File: config.mk
export PLATFORM = sky130hd
export DESIGN_NAME = fe_sync_mem
export DESIGN_NICKNAME = d
export VERILOG_FILES = /design/src/rtl/fe_pkg.sv /design/src/rtl/fe_access_ctl.sv /design/src/rtl/fe_tag_array.sv /design/src/rtl/fe_data_ram.sv /design/src/rtl/fe_sync_mem.sv
export SDC_FILE = /design/constraint.sdc
export NUM_CORES = 1
export LEC_CHECK = 0
export BUFFER_PORTS_ARGS = -buffer_cell sky130_fd_sc_hd__buf_2
export CORE_ASPECT_RATIO = 0.5
export CORE_UTILIZATION = 57
export DETAILED_ROUTE_END_ITERATION = 6
export PLACE_DENSITY = 0.86
export SETUP_SLACK_MARGIN = 0.3
export SLEW_MARGIN = 20
export SYNTH_ARGS = -nofsm -noshare
export SYNTH_HDL_FRONTEND = slang
export SYNTH_SLANG_ARGS = --single-unit
File: constraint.sdc
create_clock -name clk -period 4.3 [get_ports clk]
set_input_delay 0.215 -clock clk [delete_from_list [all_inputs] [get_ports clk]]
set_output_delay 0.215 -clock clk [all_outputs]
set_load 0.02 [all_outputs]
File: src/rtl/fe_pkg.sv
package fe_pkg;
  // Source feeding the single RAM write port
  typedef enum logic [1:0] {
    WSRC_NONE = 2'd0,
    WSRC_PROD = 2'd1,
    WSRC_INIT = 2'd2
  } wsrc_e;
endpackage

File: src/rtl/fe_access_ctl.sv
// Decides which accesses proceed this cycle from the current tag vector.
module fe_access_ctl #(
  parameter int ADDR_W = 3,
  localparam int WORDS = 1 << ADDR_W
) (
  input  logic              init_we,
  input  logic              prod_req,
  input  logic [ADDR_W-1:0] prod_addr,
  input  logic              cons_req,
  input  logic [ADDR_W-1:0] cons_addr,
  input  logic [WORDS-1:0]  full_i,
  output logic              prod_go,
  output logic              cons_go,
  output logic [WORDS-1:0]  set_vec,
  output logic [WORDS-1:0]  clr_vec,
  output fe_pkg::wsrc_e     wsrc
);
  import fe_pkg::*;

  always_comb begin
    prod_go = prod_req && !init_we && !full_i[prod_addr];
    cons_go = cons_req && !init_we &&  full_i[cons_addr];
    if (init_we)      wsrc = WSRC_INIT;
    else if (prod_go) wsrc = WSRC_PROD;
    else              wsrc = WSRC_NONE;
  end

  for (genvar i = 0; i < WORDS; i++) begin : g_dec
    assign set_vec[i] = prod_go && (prod_addr == ADDR_W'(i));
    assign clr_vec[i] = cons_go && (cons_addr == ADDR_W'(i));
  end
endmodule

File: src/rtl/fe_tag_array.sv
// One full/empty flag per word, reset to empty.
module fe_tag_array #(
  parameter int ADDR_W = 3,
  localparam int WORDS = 1 << ADDR_W
) (
  input  logic              clk,
  input  logic              rst,
  input  logic [WORDS-1:0]  set_vec,
  input  logic [WORDS-1:0]  clr_vec,
  input  logic              init_we,
  input  logic [ADDR_W-1:0] init_addr,
  input  logic              init_full,
  output logic [WORDS-1:0]  full_o
);
  logic [WORDS-1:0] full_q;
  logic [WORDS-1:0] init_hit;

  for (genvar i = 0; i < WORDS; i++) begin : g_hit
    assign init_hit[i] = init_we && (init_addr == ADDR_W'(i));
  end

  always_ff @(posedge clk) begin
    if (rst) begin
      full_q <= '0;
    end else begin
      for (int i = 0; i < WORDS; i++) begin
        if (init_hit[i])     full_q[i] <= init_full;
        else if (set_vec[i]) full_q[i] <= 1'b1;
        else if (clr_vec[i]) full_q[i] <= 1'b0;
      end
    end
  end

  assign full_o = full_q;

  // reset leaves every word empty
  a_r1_reset_empty: assert property (@(posedge clk) rst |=> (full_q == '0));

  for (genvar i = 0; i < WORDS; i++) begin : g_chk
    // a word is only filled while it is empty
    a_r2_set_only_empty: assert property (@(posedge clk) disable iff (rst)
      set_vec[i] |-> !full_q[i]);
    // a word is only drained while it is full
    a_r3_clr_only_full: assert property (@(posedge clk) disable iff (rst)
      clr_vec[i] |-> full_q[i]);
    // a tag never sees two changes on one edge
    a_r5_single_change: assert property (@(posedge clk) disable iff (rst)
      !(set_vec[i] && clr_vec[i]));
    // an untouched tag keeps its value
    a_r4_tag_holds: assert property (@(posedge clk) disable iff (rst)
      (!set_vec[i] && !clr_vec[i] && !init_hit[i]) |=> (full_q[i] == $past(full_q[i])));
  end
endmodule

File: src/rtl/fe_data_ram.sv
// Simple dual-port RAM, one write port and one registered read port.
module fe_data_ram #(
  parameter int ADDR_W = 3,
  parameter int DATA_W = 8,
  localparam int WORDS = 1 << ADDR_W
) (
  input  logic              clk,
  input  logic              we,
  input  logic [ADDR_W-1:0] waddr,
  input  logic [DATA_W-1:0] wdata,
  input  logic              re,
  input  logic [ADDR_W-1:0] raddr,
  output logic [DATA_W-1:0] rdata
);
  logic [DATA_W-1:0] mem [WORDS];

  always_ff @(posedge clk) begin
    if (we) mem[waddr] <= wdata;
  end

  always_ff @(posedge clk) begin
    if (re) rdata <= mem[raddr];
  end
endmodule

File: src/rtl/fe_sync_mem.sv
module fe_sync_mem #(
  parameter int ADDR_W = 3,
  parameter int DATA_W = 8
) (
  input  logic              clk,
  input  logic              rst,
  input  logic              prod_req,
  input  logic [ADDR_W-1:0] prod_addr,
  input  logic [DATA_W-1:0] prod_data,
  output logic              prod_ready,
  input  logic              cons_req,
  input  logic [ADDR_W-1:0] cons_addr,
  output logic              cons_ready,
  output logic [DATA_W-1:0] cons_data,
  output logic              cons_valid,
  input  logic              init_we,
  input  logic [ADDR_W-1:0] init_addr,
  input  logic [DATA_W-1:0] init_data,
  input  logic              init_full
);
  import fe_pkg::*;
  localparam int WORDS = 1 << ADDR_W;

  logic [WORDS-1:0]  full_w, set_w, clr_w;
  logic              prod_go, cons_go;
  wsrc_e             wsrc;
  logic              ram_we;
  logic [ADDR_W-1:0] ram_waddr;
  logic [DATA_W-1:0] ram_wdata;
  logic              valid_q;

  fe_access_ctl #(.ADDR_W(ADDR_W)) u_ctl (
    .init_we  (init_we),
    .prod_req (prod_req),
    .prod_addr(prod_addr),
    .cons_req (cons_req),
    .cons_addr(cons_addr),
    .full_i   (full_w),
    .prod_go  (prod_go),
    .cons_go  (cons_go),
    .set_vec  (set_w),
    .clr_vec  (clr_w),
    .wsrc     (wsrc)
  );

  fe_tag_array #(.ADDR_W(ADDR_W)) u_tags (
    .clk      (clk),
    .rst      (rst),
    .set_vec  (set_w),
    .clr_vec  (clr_w),
    .init_we  (init_we),
    .init_addr(init_addr),
    .init_full(init_full),
    .full_o   (full_w)
  );

  always_comb begin
    ram_we    = 1'b0;
    ram_waddr = prod_addr;
    ram_wdata = prod_data;
    case (wsrc)
      WSRC_INIT: begin
        ram_we    = 1'b1;
        ram_waddr = init_addr;
        ram_wdata = init_data;
      end
      WSRC_PROD: ram_we = 1'b1;
      default:   ram_we = 1'b0;
    endcase
  end

  fe_data_ram #(.ADDR_W(ADDR_W), .DATA_W(DATA_W)) u_ram (
    .clk  (clk),
    .we   (ram_we),
    .waddr(ram_waddr),
    .wdata(ram_wdata),
    .re   (cons_go),
    .raddr(cons_addr),
    .rdata(cons_data)
  );

  always_ff @(posedge clk) begin
    if (rst) valid_q <= 1'b0;
    else     valid_q <= cons_go;
  end

  assign prod_ready = prod_go;
  assign cons_ready = cons_go;
  assign cons_valid = valid_q;

  // setup writes block both synchronizing ports
  a_r7_init_blocks: assert property (@(posedge clk) disable iff (rst)
    init_we |-> (!prod_ready && !cons_ready));
  // valid follows an accepted read by one cycle
  a_r8_valid_after_read: assert property (@(posedge clk) disable iff (rst)
    (cons_req && cons_ready) |=> cons_valid);
  // no valid without an accepted read
  a_r8_no_spurious_valid: assert property (@(posedge clk) disable iff (rst)
    !(cons_req && cons_ready) |=> !cons_valid);
  // same word, same cycle: never both accepted
  a_r5_one_winner: assert property (@(posedge clk) disable iff (rst)
    (prod_addr == cons_addr) |-> !(prod_ready && cons_ready));
endmodule

==> results.json <==
{
  "outcome": "complete, no violations",
  "synth_cells": 220,
  "ys_warn_count": 0,
  "hold_buffers": 0,
  "multi_input_area_mm2": 0.00126,
  "final_common_cell": "edfxtp_1",
  "drc": 0,
  "drtAntennaViolNets": 0,
  "cts-root-buf": "clkbuf_16",
  "drt_iter0_markers": 171,
  "start_util_pct": 60.1,
  "setup.worst_path.start_class": "register",
  "die-area_mm2": 0.00686,
  "seq_area_frac_synth_pct": 63.1,
  "seq_area_mm2": 0.00234,
  "max-vdd-ir-drop_mv": 0.241,
  "power.density_mw_per_mm2": 463,
  "grt_use_total_pct": 28.4,
  "power_mw": 1.99,
  "cts_setup_buffers": 0,
  "cts_sinks": 81,
  "grt.overflow.total": 0,
  "antenna_found_initial": 0,
  "slew_headroom_pct": 28.4,
  "ys_types": 44,
  "min_path_type": "in -> reg",
  "critPathSlowestCell": "a21boi_0",
  "dp.cells": 337,
  "async_flop_share_pct": 0,
  "clkTransAtPathRegs_ns": 0.06,
  "rsz0062_at_grt": "no",
  "hold_viol_final": 0,
  "period_share_pct": 63.2,
  "first_pass_iters": 4,
  "rows": 20,
  "synth_area_leaders": "edfxtp_1 (58%), mux4_2 (11%), dfxtp_1 (4.9%)",
  "routedWlPerCell_um": 24.4,
  "critPathRequiredTime_ns": 4.25,
  "setup-tns-final_ns": 0,
  "antenna_cells": 0,
  "synth-seq-cells": 81,
  "fmax_ghz": 0.368,
  "final_cells": 353,
  "grt_pass1_vias": 2246,
  "vias": 2250,
  "worstSetupPathType": "reg -> reg",
  "synth_area_leader_cell": "edfxtp_1",
  "grt_max_degree": 33,
  "die_width_um": 116,
  "core_mm2": 0.00618,
  "cts_resized": 0,
  "numCtsBuffers": 9,
  "grt_pass1_wl_mm": 13.1,
  "drive_above_1_share_pct": 41.1,
  "endpoint_kind": "register",
  "synth_flop_cell": "edfxtp_1",
  "report.final.slew_viol_count": 0,
  "ctsLongestPathBuffers": 2,
  "tightest_slew_ns": 1.06,
  "layout_common_cells": "edfxtp_1 (72), buf_2 (41), mux4_2 (18)",
  "crit_arrival_ns": 2.67,
  "synth_edf_count": 72,
  "drt-total-wl_mm": 8.61,
  "yosys.area.top_type_share_pct": 58.2,
  "syn_to_final_growth_pct": 15.8,
  "avgSynthCellArea_um2": 16.9,
  "vias_per_cell": 6.37,
  "crit_fanout": 11,
  "leakagePower_nw": 1.46,
  "cap_violations": 0,
  "fillCellCount": 386,
  "fin_nets": 291,
  "finalCriticalPeriod_ns": 2.72,
  "syn_area_mm2": 0.00371,
  "cts_tree": "yes",
  "portBuffers": 41,
  "io_pins": 42,
  "cts_htree_levels": 3,
  "gp_congestion": 0.930,
  "die_h_um": 59.1,
  "crit_path_max_incr_delay_ns": 0.91,
  "clk_latency_ns": 0.34,
  "clock_skew_ns": 0.00762,
  "hpwl_mm": 5.40,
  "postSynthNetCount": 251,
  "final-setup-viol-count": 0,
  "path_cells": "mux2_1 -> o22ai_2 -> o21ai_0 -> a21boi_0"
}
synth_stat cells (3+ instances only):
cell      count
edfxtp_1     72
mux4_2       18
mux2_2       16
dfxtp_1       9
nand2_1       8
a21boi_0      7
buf_2         7
nor2_1        6
a31oi_1       5
nand2b_1      5
nand3_1       5
nor2b_1       5
a221oi_2      4
o211ai_1      4
o21ai_0       4
buf_6         3
inv_1         3
mux2i_1       3
o211ai_2      3
layout make-up:
cell class	count	share of cell area [%]
Clock buffer	10	5.32
Sequential cell	81	54.5
Multi-Input combinational cell	121	29.4
Tap cell	88	2.56
Inverter	3	0.262
Clock inverter	6	2.68
Timing Repair Buffer	44	5.30
sequential cells by signal, indices dropped and copies added (netlist names):
signal	count
u_ram.mem	64
u_ram.rdata	8
u_tags.full_o	8
cons_valid	1
cell families (layout without fill, tap and decap cells):
group                  after synthesis  count (layout)  share of synthesized area (%)
AOI/OAI and AO/OA                   46              46                           11.5
buffers and inverters               18              63                           2.86
and+or+nand+nor                     35              35                           4.85
DFF                                 81              81                           63.1
muxes                               40              40                           17.7
stage by stage:
stage | utilization (%) | setup slack [ns] | hold WS [ns] | area [um2]
after floorplan | - | 1.99 | 0.380 | 3710
after global placement | 64.0 | 1.63 | 0.489 | 3960
after detailed placement | 64.0 | 1.34 | 0.500 | 3960
after CTS | 69.6 | 1.47 | 0.193 | 4300
after global routing | 69.6 | 1.50 | 0.207 | 4300
final | 69.6 | 1.58 | 0.200 | 4300
path summary, 6_finish.rpt:
check                   startpoint                to  slack, ns  cells after the start
hold / removal            cons_req        cons_valid       0.20                      3
setup reg to reg  u_tags.full_o[6]   u_ram.mem[2][7]       1.58                      4
setup / recovery  u_tags.full_o[6]   u_ram.mem[2][7]       1.58                      4
hold reg to reg   u_tags.full_o[5]  u_tags.full_o[5]       0.52                      2
metal layers:
layer  GRT usage (%)  part of all wire (%)  wire length (um)
met5               0                     0                 0
met4            9.89                   2.0               168
met3            8.90                   6.4               549
met2            45.5                    49              4190
met1            37.4                    43              3710
critical path, delay by kind of cell (launching register included):
family | cells | cell delay [ns]
flops | 1 | 0.33
compound gates | 3 | 1.69
mux | 1 | 0.31
power by group:
| part | switching [mW] | internal, mW | leakage (nW) | total, mW |
|---|---|---|---|---|
| combinational | 0.110 | 0.0780 | 0.569 | 0.188 |
| sequential | 0.0162 | 0.910 | 0.730 | 0.926 |
| clock | 0.308 | 0.570 | 0.163 | 0.879 |
| total | 0.434 | 1.56 | 1.46 | 1.99 |
Power figures use the tool's default switching activity.
